===== config.mk =====
export PLATFORM = sky130hd
export DESIGN_NAME = spi_adc_cmd_target
export DESIGN_NICKNAME = d
export VERILOG_FILES = /design/src/rtl/spi_adc_cmd_target.sv
export SDC_FILE = /design/constraint.sdc
export NUM_CORES = 1
export LEC_CHECK = 0
export ABC_AREA = 1
export BUFFER_PORTS_ARGS = -buffer_cell sky130_fd_sc_hd__clkbuf_2
export CORE_MARGIN = 2
export CORE_UTILIZATION = 40
export CTS_CLUSTER_DIAMETER = 120
export DETAILED_ROUTE_END_ITERATION = 16
export GPL_TIMING_DRIVEN = 0
export SYNTH_ARGS = -nofsm -noshare
export SYNTH_HDL_FRONTEND = slang
export SYNTH_SLANG_ARGS = --single-unit

===== constraint.sdc =====
create_clock -name clk -period 6.9 [get_ports clk]
set_input_delay 0.345 -clock clk [delete_from_list [all_inputs] [get_ports clk]]
set_output_delay 0.345 -clock clk [all_outputs]
set_load 0.05 [all_outputs]

===== src/rtl/spi_adc_cmd_target.sv =====
module spi_adc_cmd_target #(
  parameter int DATA_W = 24,
  parameter int NREG = 16,
  parameter int NGPIO = 8,
  parameter logic [7:0] REG0_RST = 8'h01
) (
  input  logic              clk,
  input  logic              rst_n,
  input  logic              start,
  input  logic              cs_n,
  input  logic              sclk,
  input  logic              din,
  output logic              dout,
  output logic              dout_oe,
  output logic              drdy_n,
  input  logic [DATA_W-1:0] conv_data,
  input  logic              conv_valid,
  output logic [NGPIO-1:0]  gpio_out,
  output logic [NGPIO-1:0]  gpio_oe
);
  localparam int AW = $clog2(NREG);
  localparam int PAD = DATA_W - 8;

  typedef enum logic [1:0] {S_CMD, S_ARG, S_WR, S_RD} st_t;

  st_t                      st;
  logic [NREG-1:0][7:0]     regs;
  logic                     sclk_q, cont, wr_cmd, dout_r;
  logic [2:0]               bit_cnt;
  logic [6:0]               sh;
  logic [3:0]               cnt;
  logic [AW-1:0]            addr;
  logic [DATA_W-1:0]        latest, obuf;

  wire             rise      = sclk & ~sclk_q;
  wire             fall      = ~sclk & sclk_q;
  wire [7:0]       byte_in   = {sh, din};
  wire             byte_done = fall & ~cs_n & (bit_cnt == 3'd7);
  wire [AW-1:0]    addr_nxt  = addr + 1'b1;

  assign dout     = dout_r;
  assign dout_oe  = ~cs_n;
  assign gpio_oe  = regs[12][NGPIO-1:0] & ~regs[13][NGPIO-1:0];
  assign gpio_out = regs[14][NGPIO-1:0] & regs[12][NGPIO-1:0];

  always_ff @(posedge clk or negedge rst_n) begin
    if (!rst_n) begin
      st <= S_CMD;
      for (int i = 0; i < NREG; i++) regs[i] <= (i == 0) ? REG0_RST : 8'h00;
      sclk_q <= 1'b0;
      cont <= 1'b1;
      wr_cmd <= 1'b0;
      dout_r <= 1'b0;
      drdy_n <= 1'b1;
      bit_cnt <= '0;
      sh <= '0;
      cnt <= '0;
      addr <= '0;
      latest <= '0;
      obuf <= '0;
    end else begin
      sclk_q <= sclk;
      if (conv_valid) latest <= conv_data;
      if (conv_valid) drdy_n <= 1'b0;
      else if (rise)  drdy_n <= 1'b1;
      if (cs_n) begin
        st <= S_CMD;
        bit_cnt <= '0;
        dout_r <= 1'b0;
        obuf <= cont ? latest : '0;
      end else begin
        if (rise) begin
          dout_r <= obuf[DATA_W-1];
          obuf <= {obuf[DATA_W-2:0], 1'b0};
        end
        if (fall) begin
          bit_cnt <= bit_cnt + 1'b1;
          sh <= {sh[5:0], din};
        end
        if (byte_done) begin
          case (st)
            S_CMD: begin
              if (byte_in[7:4] == 4'h4 || byte_in[7:4] == 4'h2) begin
                addr <= byte_in[AW-1:0];
                wr_cmd <= byte_in[6];
                st <= S_ARG;
              end else if (byte_in == 8'h16) cont <= 1'b0;
              else if (byte_in == 8'h14)     cont <= 1'b1;
            end
            S_ARG: begin
              cnt <= byte_in[3:0];
              if (wr_cmd) st <= S_WR;
              else begin
                st <= S_RD;
                obuf <= {regs[addr], {PAD{1'b0}}};
              end
            end
            S_WR: begin
              if (start) regs[addr] <= byte_in;
              addr <= addr_nxt;
              if (cnt == 4'd0) st <= S_CMD;
              else cnt <= cnt - 1'b1;
            end
            S_RD: begin
              if (cnt == 4'd0) st <= S_CMD;
              else begin
                cnt <= cnt - 1'b1;
                addr <= addr_nxt;
                obuf <= {regs[addr_nxt], {PAD{1'b0}}};
              end
            end
            default: st <= S_CMD;
          endcase
        end
      end
    end
  end

  p_cs_idle_r2: assert property (@(posedge clk) disable iff (!rst_n)
    cs_n |=> (st == S_CMD && bit_cnt == 3'd0 && !dout));
  p_dout_hold_r3: assert property (@(posedge clk) disable iff (!rst_n)
    (!cs_n && !rise) |=> $stable(dout));
  p_drdy_low_r4: assert property (@(posedge clk) disable iff (!rst_n)
    conv_valid |=> !drdy_n);
  p_drdy_high_r4: assert property (@(posedge clk) disable iff (!rst_n)
    (rise && !conv_valid) |=> drdy_n);
  p_no_write_r8: assert property (@(posedge clk) disable iff (!rst_n)
    !start |=> $stable(regs));
  p_cs_quiet_r2: assert property (@(posedge clk) disable iff (!rst_n)
    cs_n |=> ($stable(regs) && $stable(cont)));
endmodule


Word level (Yosys, flattened, before mapping)
Index checks and enable logic that the tools add are counted.
{"block": "word_totals", "input_bits": 31, "wordCells": 110, "register_bits": 201}
{"block": "op_classes", "bitwise": 11, "order_cmp": 3, "n_eq_ne": 13, "mux": 33, "n_reduce_logical": 19, "n_addsub": 3}
{"cell": "$mux W24", "count": 6}
{"cell": "$bwmux W128", "count": 1}
{"cell": "$bmux W8 S4", "count": 2}
{"cell": "$pmux W24 S2", "count": 1}
{"cell": "$demux W8 S4", "count": 1}
{"cell": "$mux W8", "count": 3}
{"cell": "$and A8 B8 Y8", "count": 2}
{"cell": "$eq A8 B5 Y1 const B", "count": 2}
{"cell": "$mux W4", "count": 3}
{"cell": "$pmux W4 S3", "count": 1}
{"cell": "$reduce_and A4 Y1", "count": 3}
{"cell": "$reduce_bool A2 Y1", "count": 6}
{"cell": "$lt A4 B5 Y1 const B", "count": 2}
{"cell": "$reduce_and A5 Y1", "count": 2}
{"cell": "$mux W2", "count": 4}
{"cell": "$not A8 Y8", "count": 1}
{"cell": "$pmux W4 S2", "count": 1}
{"cell": "$mux W1", "count": 7}
{"cell": "$mux W3", "count": 2}
{"cell": "$ne A2 B2 Y1 const B", "count": 3}
{"cell": "$pmux W2 S3", "count": 1}
{"cell": "$add A4 B1 Y4 const B", "count": 1}
{"cell": "$and A1 B1 Y1", "count": 4}
{"cell": "$eq A2 B2 Y1 const B", "count": 2}
{"cell": "18 further kinds", "count": 21}

Depth between registers and ports, before layout
Gate-level depths: netlist of run 1.
{"block": "depth", "word_depth": 7, "depth_mapped": 17, "mapped_depth_nobuf": 13}

Least setup slack after synthesis of run 1
OpenSTA, ideal clock, no wires.
{"block": "synth_timing", "path_kind": "reg2reg", "startpoint": "reg addr[1]", "endpoint": "reg obuf[19]", "period_less_slack_ns": 2.363, "setup_ns": 0.117, "path_stages_with_launch": 17, "t_arrival_ns": 2.247, "path_slack_ns": 4.537, "path_cell_list": "dfrtp_1 > buf_2 > clkinv_1 > clkbuf_1 > ha_1 > buf_2 > inv_1 > clkbuf_1 > nand3_1 > nand3_1 > nand3_1 > nand3_1 > nand2_1 > nand2_1 > nand2_1 > nand2_1 > nand2_1"}
{"block": "synth_via", "elab_chain_len": 7}
{"item": "start: declaration", "line": "32", "rtl": "logic [AW-1:0] addr;"}
{"item": "start signal: assignment", "line": "84", "rtl": "addr <= byte_in[AW-1:0];"}
{"item": "start signal: assignment", "line": "100", "rtl": "addr <= addr_nxt;"}
{"item": "start signal: assignment", "line": "108", "rtl": "addr <= addr_nxt;"}
{"item": "$add A4 B1 Y4", "line": "39", "rtl": "wire [AW-1:0] addr_nxt = addr + 1'b1;"}
{"item": "$bmux W8 S4", "line": "109", "rtl": "obuf <= {regs[addr_nxt], {PAD{1'b0}}};"}
{"item": "$mux W8 (not written as such)", "line": "109"}
{"item": "$mux W24", "line": "105", "rtl": "if (cnt == 4'd0) st <= S_CMD;"}
{"item": "$pmux W24 S2 *", "line": "81", "rtl": "case (st)"}
{"item": "$mux W24 *", "line": "80", "rtl": "if (byte_done) begin"}
{"item": "$mux W24 *", "line": "66", "rtl": "if (cs_n) begin"}
{"item": "end signal: assignment", "line": "70", "rtl": "obuf <= cont ? latest : '0;"}
{"item": "end signal: assignment", "line": "74", "rtl": "obuf <= {obuf[DATA_W-2:0], 1'b0};"}
{"item": "end signal: assignment", "line": "109"}
{"item": "end: declaration", "line": "33", "rtl": "logic [DATA_W-1:0] latest, obuf;"}
Mark *: on every way between the ends. The rest lies on a longest branch, timed or not. The select of a mux whose other input is x is not followed.
A chain may end at the register's enable or synchronous reset.

Worst setup path in the final report of run 1
{"block": "layout_timing", "startpoint": "reg addr[1]", "endpoint": "reg obuf[22]"}
The elaborated chain is that of the path after synthesis.

==> results of run 1 <==
registers in the layout, summed over array words and instances, names as in the netlist:
register / count
addr: 4
sh: 7
cont: 1
st: 2
bit_cnt: 3
cnt: 4
dout: 1
wr_cmd: 1
drdy_n: 1
obuf: 24
latest: 24
sclk_q: 1
regs: 128
cell type report:
class	instances	area share (%)
clock buffers	31	5.40
clock inverters	12	0.848
plain buffers	89	3.36
inverters	164	4.91
well taps	341	3.40
multi-input cells	1082	39.1
flip-flops and latches	201	40.1
diodes	1	0.0200
repair buffers	57	2.84
cells by family after synthesis:
logic type / count (synthesis) / synth area share (%)
xor+xnor: 2 / 0.399
simple gates: 799 / 29.8
buf+inv: 253 / 9.46
flops: 201 / 45.9
fa+ha+maj: 7 / 0.798
compound gates: 267 / 12.9
mux: 7 / 0.719
worst paths after layout:
check,start,to,slack [ns],cells after the start
setup / recovery,addr[1],obuf[22],2.95,16
min in group asynchronous,rst_n,regs[15],0.44,2
max in group asynchronous,rst_n,obuf[3],5.43,3
hold / removal,conv_data[12],latest[12],0.01,3
hold reg to reg,latest[18],obuf[18],0.47,2
setup reg to reg,addr[1],obuf[22],2.95,16
worst min-delay path: stages:
cell and delay, ns:
clkbuf_2 0.07, nand2_1 0.04, o21ai_0 0.06
power by group through the flow:
stage / combinational (mW) / sequential [mW] / clock, mW
2_1_floorplan: 0.0881 / 1.24 / 0
3_3_place_gp: 0.193 / 1.25 / 0
3_5_place_dp: 0.198 / 1.25 / 0
4_1_cts: 0.203 / 1.23 / 1.28
5_1_grt: 0.224 / 1.23 / 1.32
6_report: 0.201 / 1.23 / 1.25
stage by stage:
stage | util (%) | std cells | worst slack (ns) | cell area [sq um]
CTS | 46.5 | 1977 | 3.14 | 12500
global route | 46.5 | 1977 | 2.89 | 12500
floorplan | - | 1536 | 4.54 | 11000
finish | 46.5 | 1978 | 2.95 | 12500
detailed placement | 43.3 | 1926 | 3.16 | 11700
global placement | 43.2 | 1925 | 1.43 | 11600
what timing repair did:
item                                    in CTS  in global routing
hold endpoints to repair                   101                  0
hold buffers                                 8                  0
endpoints found under the setup margin       0                  0
layer usage:
layer,track usage [%],vias to the layer above,part of all wire (%)
li1,-,5060,-
met1,39.5,5110,45
met2,41.7,425,44
met3,3.59,69,7.2
met4,7.95,0,3.0
met5,0,-,0
synthesized netlist by cell type (all sizes together):
cell type    n  area (sq um)
dfrtp      198          4950
o31ai        1          7.51
xor2         1          27.5
nand2      580          2180
xnor2        1          16.3
nor2        61           256
inv        162           608
clkbuf      37           139
nor4         1          6.26
dfstp        3          78.8
a21oi       15          75.1
mux2         7          78.8
o211ai       5          37.5
nand3      151           756
o21a         1          7.51
nand4        5          52.6
a31oi        6          37.5
o32ai       15           131
buf         52           283
o21ai      222          1110
nand3b       1          20.0
ha           7          87.6
clkinv       2          7.51
o22ai        2          12.5
==> results_dict.tcl, run 1 <==
set metrics [dict create \
    drc_errors 0 \
    fin_setup_tns_ns 0 \
    finalPower_mw 2.68 \
    drv_cap 0 \
    ys_seq_elements 201 \
    die_h_microns 170 \
    cp_top_family "buffers and inverters" \
    fin_crit_sh_pct 57.2 \
    drive_gt1_share_pct 10.1 \
    swShare_pct 26.0 \
    path_cells "buf_2 -> clkinv_1 -> clkbuf_1 -> ha_1 -> buf_2 -> inv_1 -> clkbuf_1 -> nand3_1 -> nand3_1 -> nand3_1 -> nand3_1 -> nand2_1 -> nand2_1 -> nand2_1 -> nand2_1 -> nand2_1" \
    cts.sinks 201 \
    synth_nets 1574 \
    final_common_cell "nand2_1" \
    clk_pin_slew_ns 0.06 \
    nets 1657 \
    postCtsSetupBuffers 0 \
    syn_inst 1536 \
    fillers 2737 \
    finalMaxSlewViolations 0 \
    clock.fmax_mhz 253 \
    fin_skew_ns 0.0301 \
    antenna_left 0 \
    h-tree-depth 1 \
    finalHoldViolations 0 \
    seqCellArea_sq_um 5030 \
    finalSetupViolCount 0 \
    clock_tree.root_cell "clkbuf_16" \
    status "completed" \
    gp_congestion 0.988 \
    port_buffers 48 \
    rows 60 \
    p_sw_mw 0.697 \
    holdWs_ns 0.0137 \
    slowest_delay_ns 0.68 \
    clockBufferDepth 3 \
    cts_tree "built" \
    fin_crit_ns 3.95 \
    p_seq_share_pct 45.8 \
    start_util_pct 40.7 \
    ys_seq_area_share_pct 45.9 \
    vdd_ir_drop_max_mv 0.180 \
    drt_iter0_drc 1193 \
    cp_num_buf_inv 6 \
    via_count 10700 \
    crit_path_end_kind "register" \
    crit_type "reg -> reg" \
    power_frac_clock_pct 46.7 \
    insertion_delay_ns 0.54 \
    numCtsBuffers 24 \
    wire_per_inst_microns 19.3 \
    tightest_slew_ns 0.877 \
    p_int_mw 1.98 \
    cp_common_cell "nand2_1" \
    comb_power_share_pct 7.5 \
    chipWidth_microns 170 \
    ys_warn_count 0 \
    syn-cell-area_sq_um 11000 \
    grt_usage_pct 27.0 \
    rsz0062_at_grt "no" \
    grt_max_degree 107 \
    core-area_sq_um 27000 \
    cts_resized 0 \
    synth.avg_cell_area_sq_um 7.14 \
    syn2layout_area_growth_pct 14.3 \
    p_leak_nw 6.05 \
    ys_types 33 \
    cp.arrival_ns 4.39 \
    vias_per_cell 5.39 \
    wirelength_microns 38200 \
    multi_input_area_sq_um 4900 \
    io_pins 50 \
    place_hpwl_microns 27600 \
    final_cell_mix "580 x nand2_1, 212 x o21ai_0, 198 x dfrtp_1, 157 x inv_1, 151 x nand3_1" \
    antenna_found_initial 0 \
    crit_required_ns 7.34 \
    power.density_nw_per_um2 214 \
    path_max_fanout 11 \
    overflow 0 \
    cpMaxStageDelayCell "clkbuf_1" \
    grt_pass1_vias 9810 \
    grt_first_pass_wirelength_microns 59300 \
    dieArea_sq_um 28800 \
    max-slew-margin-rel_pct 41.5 \
    holdCritPathClass "in -> reg" \
    cp-start-kind "register" \
    first_pass_iters 8 \
]
(Power assumes the default switching activity.)
==> run 2, diff against run 1 <==
==> constraint.sdc (replaced) <==
create_clock -name clk -period 3.3 [get_ports clk]
set_input_delay 0.165 -clock clk [delete_from_list [all_inputs] [get_ports clk]]
set_output_delay 0.165 -clock clk [all_outputs]
set_load 0.05 [all_outputs]
==> results_dict.tcl, run 2 (same netlist as run 1, synthesis figures left out) <==
set metrics [dict create \
    grt_first_pass_wirelength_microns 59500 \
    power_frac_clock_pct 46.6 \
    cp_num_buf_inv 6 \
    fin_crit_sh_pct 95.1 \
    hold_depth 5 \
    dieArea_sq_um 28800 \
    grt_usage_pct 27.1 \
    drv_cap 0 \
    io_pins 50 \
    clock_tree.root_cell "clkbuf_16" \
    port_buffers 48 \
    drc_errors 0 \
    slowest_delay_ns 0.46 \
    wirelength_microns 38300 \
    use_met1_pct 39.3 \
    power.density_nw_per_um2 441 \
    path_cells "inv_2 -> buf_2 -> buf_2 -> ha_1 -> buf_2 -> inv_1 -> buf_2 -> nand3_1 -> nand3_1 -> nand3_1 -> nand3_1 -> nand2_1 -> nand2_1 -> nand2_1 -> nand2_1 -> nand2_1" \
    die_h_microns 170 \
    grt_max_degree 107 \
    comb_power_share_pct 7.8 \
    fin_skew_ns 0.0317 \
    overflow 0 \
    first_pass_iters 6 \
    via_count 10700 \
    dpl_cell_area_sq_um 11700 \
    p_leak_nw 6.15 \
    vias_per_cell 5.34 \
    status "completed" \
    biggestRegsByFlops "regs: 128 flops, latest: 24 flops, obuf: 24 flops" \
    rsz0062_at_grt "no" \
    crit_type "reg -> reg" \
    cp.arrival_ns 3.58 \
    numCtsBuffers 24 \
    grt_pass1_vias 9903 \
    cts_tree "built" \
    post-place-ws_ns -0.443 \
    tightest_slew_ns 0.808 \
    antenna_left 0 \
    cts.sinks 201 \
    antenna_found_initial 0 \
    holdWs_ns 0.0287 \
    cp_common_cell "nand2_1" \
    cpMaxStageDelayCell "dfrtp_1" \
    cp-start-kind "register" \
    hold_path.startpoint "din" \
    use_met3_pct 3.89 \
    busiest_layer "met2" \
    final_common_cell "nand2_1" \
    h-tree-depth 1 \
    p_sw_mw 1.46 \
    start_util_pct 40.7 \
    insertion_delay_ns 0.54 \
    drt_iter0_drc 1154 \
    p_seq_share_pct 45.6 \
    crit_path_end_kind "register" \
    finalHoldViolations 0 \
    syn2layout_area_growth_pct 16.1 \
    path_max_fanout 11 \
    cp_top_family "buffers and inverters" \
    hold_end "addr[0]" \
    core-area_sq_um 27000 \
    grt_util_met2_pct 42.3 \
    largest_reg_flops 128 \
    swShare_pct 26.0 \
    fin_crit_ns 3.14 \
    finalWorstSetupSlack_ns 0.161 \
    r2r_cells 16 \
    clock.fmax_mhz 319 \
    fin_area_sq_um 12700 \
    finalMaxSlewViolations 0 \
    rows 60 \
    gp_congestion 0.988 \
    top_register "regs" \
    r2r_end "obuf[22]" \
    reg2reg_slack_ns 0.16 \
    p_int_mw 4.16 \
    clk_pin_slew_ns 0.06 \
    crit_required_ns 3.74 \
    wire_per_inst_microns 19.2 \
    vdd_ir_drop_max_mv 0.369 \
    finalSetupViolCount 0 \
    chipWidth_microns 170 \
    postCtsSetupBuffers 0 \
    holdCritPathClass "in -> reg" \
    worstReg2RegStart "addr[0]" \
    fin_util_pct 47.2 \
    max-slew-margin-rel_pct 46.1 \
    drive_gt1_share_pct 10.3 \
    final_cell_mix "580 x nand2_1, 212 x o21ai_0, 198 x dfrtp_1, 157 x inv_1, 151 x nand3_1" \
    place_hpwl_microns 27600 \
    nets 1675 \
    clockBufferDepth 3 \
]
run 2: layout make-up:
| type | instances | area [sq um] |
|---|---|---|
| Clock buffer | 31 | 677 |
| Fill cell | 2701 | 14200 |
| Multi-Input combinational cell | 1082 | 4900 |
| Sequential cell | 201 | 5030 |
| Clock inverter | 12 | 106 |
| Tap cell | 341 | 427 |
| Buffer | 88 | 425 |
| Inverter | 164 | 617 |
| Antenna cell | 1 | 2.50 |
| Timing Repair Buffer | 76 | 547 |
run 2: repair_timing:
action,in CTS,in global routing
hold endpoints to repair,121,0
resized for setup,3,7
pin swaps,0,0
endpoints found under the setup margin,7,5
hold buffers,27,0
run 2: power groups by stage:
stage,registers [mW],logic (mW),clock network [mW]
2_1_floorplan,2.60,0.184,0
3_3_place_gp,2.61,0.403,0
3_5_place_dp,2.61,0.415,0
4_1_cts,2.56,0.442,2.67
5_1_grt,2.57,0.487,2.76
6_report,2.56,0.438,2.62
run 2: routing by layer:
layer | vias up | share of wire (%)
met1 | 5116 | 46
li1 | 5102 | -
met4 | 0 | 3.0
met2 | 373 | 45
met3 | 68 | 6.8
met5 | - | 0
run 2: tightest hold or removal path: cells and delay by family:
family                 cells  cell delay [ns]
buffers and inverters      1             0.10
AO/OA/AOI/OAI              2             0.14
AND/OR/NAND/NOR            2             0.13
run 2: through the flow:
stage / total power, mW / TNS [ns] / cells
2_1_floorplan: 2.78 / 0 / 1536
3_3_place_gp: 3.01 / -391.56 / 1925
3_5_place_dp: 3.02 / -2.54 / 1926
4_1_cts: 5.67 / 0 / 1995
5_1_grt: 5.82 / 0 / 1995
6_report: 5.62 / 0 / 1996
run 2: worst max-delay path by stage:
stage | start | endpoint | slack, ns | cells past startpoint
final | addr[0] | obuf[22] | 0.16 | 16
after floorplan | addr[1] | obuf[19] | 0.94 | 16
after global routing | addr[0] | obuf[22] | 0.0008 | 16
after global placement | rst_n | latest[5] | -1.99 | 1
after detailed placement | addr[1] | obuf[22] | -0.44 | 16
after CTS | addr[1] | obuf[23] | 0.15 | 14
==> run 3, diff against run 2 <==
--- a/config.mk
+++ b/config.mk
@@ -5,9 +5,9 @@
 export SDC_FILE = /design/constraint.sdc
 export NUM_CORES = 1
 export LEC_CHECK = 0
-export ABC_AREA = 1
+export ABC_AREA = 0
 export BUFFER_PORTS_ARGS = -buffer_cell sky130_fd_sc_hd__clkbuf_2
-export CORE_MARGIN = 2
+export CORE_MARGIN = 4
 export CORE_UTILIZATION = 40
 export CTS_CLUSTER_DIAMETER = 120
 export DETAILED_ROUTE_END_ITERATION = 16
==> results_dict.tcl, run 3 <==
set metrics [dict create \
    power.density_nw_per_um2 473 \
    postCtsSetupBuffers 0 \
    synth-edff-count 0 \
    finalHoldViolations 0 \
    final_cell_mix "198 x dfrtp_1, 157 x mux2_2, 70 x nand2_1, 62 x mux4_2, 47 x clkbuf_2" \
    syn2layout_area_growth_pct 16.9 \
    fin_crit_ns 3.06 \
    cp_top_family "buffers and inverters" \
    p_leak_nw 5.52 \
    syn-cell-area_sq_um 10400 \
    rows 58 \
    wire_per_inst_microns 22.4 \
    cp_common_cell "buf_4" \
    ys_seq_area_share_pct 48.3 \
    tightest_slew_ns 1.04 \
    yosys-top-cells-area "dfrtp_1 47%, mux2_2 17%, mux4_2 13%" \
    clock.fmax_mhz 327 \
    path_depth 11 \
    drt_iter0_drc 450 \
    clock_tree.root_cell "clkbuf_16" \
    insertion_delay_ns 0.51 \
    grt_pass1_vias 7241 \
    yosys.area.top_type "dfrtp_1" \
    dieArea_sq_um 28700 \
    fin_setup_tns_ns 0 \
    max-slew-margin-rel_pct 30.3 \
    cpMaxStageDelayCell "ha_2" \
    drc_errors 0 \
    finalMaxSlewViolations 0 \
    n_antenna_cell 0 \
    yosysMostFrequentCell "dfrtp_1" \
    top_register "regs" \
    synthArstFlopShare_pct 100 \
    synth.avg_cell_area_sq_um 13.1 \
    crit_type "reg -> reg" \
    gp_congestion 0.820 \
    die_h_microns 169 \
    cp_num_buf_inv 5 \
    start_util_pct 41.1 \
    cp.arrival_ns 3.44 \
    crit_required_ns 3.68 \
    finalPower_mw 5.76 \
    ys.flop_type "dfrtp_1" \
    crit_path_end_kind "register" \
    place_hpwl_microns 18900 \
    io_pins 50 \
    cp-start-kind "register" \
    antenna_found_initial 0 \
    fin_util_pct 48.0 \
    holdCritPathClass "in -> async" \
    h-tree-depth 1 \
    path_max_fanout 10 \
    drv_cap 0 \
    first_pass_iters 4 \
    r2r_cells 11 \
    yosys.area_share.simple_pct 8.07 \
    synth_common_cells "198 x dfrtp_1, 157 x mux2_2, 70 x nand2_1, 62 x mux4_2, 45 x mux2i_1" \
    antenna_left 0 \
    synth_top_family_by_area "multiplexers" \
    vdd_ir_drop_max_mv 0.446 \
    synthXorXnorAreaFrac_pct 0.564 \
    status "completed" \
    final_common_cell "dfrtp_1" \
    largest_reg_flops 128 \
    rsz0062_at_grt "no" \
    chipWidth_microns 169 \
    via_count 7043 \
    core-area_sq_um 25400 \
    slowest_delay_ns 0.41 \
    grt_usage_pct 19.7 \
    biggestRegsByFlops "regs: 128 flops, latest: 24 flops, obuf: 24 flops" \
    drive_gt1_share_pct 37.4 \
    ys_warn_count 0 \
    muxShareOfSynthArea_pct 35.3 \
    grt_max_degree 93 \
    vias_per_cell 5.66 \
    syn_inst 798 \
    synth_nets 836 \
    finalSetupViolCount 0 \
    overflow 0 \
    wirelength_microns 27800 \
    numCtsBuffers 23 \
    fin_skew_ns 0.00800 \
    synth-compound-area-share_pct 4.23 \
    yosysTopAreaCellShare_pct 47.5 \
    synth-adder-area-share_pct 0.840 \
    path_cells "buf_2 -> buf_4 -> inv_1 -> ha_2 -> buf_4 -> buf_4 -> mux4_2 -> mux2i_1 -> nand2_1 -> nand3_1 -> nand3_1" \
    port_buffers 47 \
    cts_tree "built" \
    grt_first_pass_wirelength_microns 43600 \
    ys_types 53 \
    clk_pin_slew_ns 0.06 \
    cts.sinks 201 \
    fin_crit_sh_pct 92.6 \
    nets 936 \
    clockBufferDepth 3 \
    ys_seq_elements 201 \
]
-- run 3: cells by family (layout without fill, tap and decap cells) --
group | Yosys count | in the layout
flip-flops | 201 | 201
adder cells (fa/ha/maj) | 7 | 7
multiplexers | 270 | 270
AO/OA/AOI/OAI | 78 | 78
XOR/XNOR | 5 | 5
AND/OR/NAND/NOR | 170 | 170
buffers and inverters | 67 | 183
-- run 3: worst reg2reg max path, delay by kind of cell, from the launching register on --
kind	cells	cell delay (ns)
buffers and inverters	5	1.25
muxes	2	0.54
adders and majority gates	1	0.41
DFF	1	0.38
and+or+nand+nor	3	0.35
-- run 3: path summary, 6_finish.rpt --
| check | startpoint | endpoint | slack [ns] |
|---|---|---|---|
| worst min-delay path | rst_n | bit_cnt[2] | 0.13 |
| worst min register to register | latest[15] | obuf[15] | 0.48 |
| worst max register to register | addr[1] | obuf[21] | 0.24 |
| max in group asynchronous | rst_n | regs[127] | 2.02 |
| min in group clk | conv_valid | latest[23] | 0.16 |
| worst max-delay path | addr[1] | obuf[21] | 0.24 |
-- run 3: layer usage --
layer	share of wire (%)	global-route usage, %	vias to the layer above
li1	-	-	3151
met1	47	29.0	3659
met2	46	30.6	188
met3	5.0	3.42	45
met4	2.6	4.76	0
met5	0	0	-
-- run 3: final cells by class --
| class | count | area, sq um |
|---|---|---|
| Buffer | 58 | 275 |
| Clock buffer | 36 | 734 |
| Clock inverter | 5 | 25.0 |
| Fill cell | 2271 | 13200 |
| Inverter | 9 | 33.8 |
| Multi-Input combinational cell | 530 | 5110 |
| Sequential cell | 201 | 5030 |
| Tap cell | 330 | 413 |
| Timing Repair Buffer | 75 | 559 |
-- run 3: where the power goes --
group          total, mW  switching (mW)  internal [mW]  leakage (nW)
combinational      0.583           0.385          0.198          2.47
sequential          2.64          0.0710           2.57          2.67
clock               2.54            1.02           1.52         0.384
total               5.76            1.47           4.29          5.52
-- run 3: what timing repair did --
item / in CTS / in global routing
cloned: 0 / 0
resized for setup: 12 / 3
hold buffers: 26 / 0
setup endpoints to repair: 9 / 3
hold endpoints to repair: 146 / 0
-- run 3: stage by stage --
stage / instances / hold WS (ns) / cell area, sq um / setup slack (ns)
2_1_floorplan: 798 / -0.131 / 10400 / 0.413
3_3_place_gp: 1175 / 0.345 / 11100 / -2.02
3_5_place_dp: 1177 / 0.0889 / 11100 / -0.766
4_1_cts: 1244 / 0.121 / 12200 / 0.0546
5_1_grt: 1244 / 0.140 / 12200 / 0.0290
6_report: 1244 / 0.128 / 12200 / 0.243
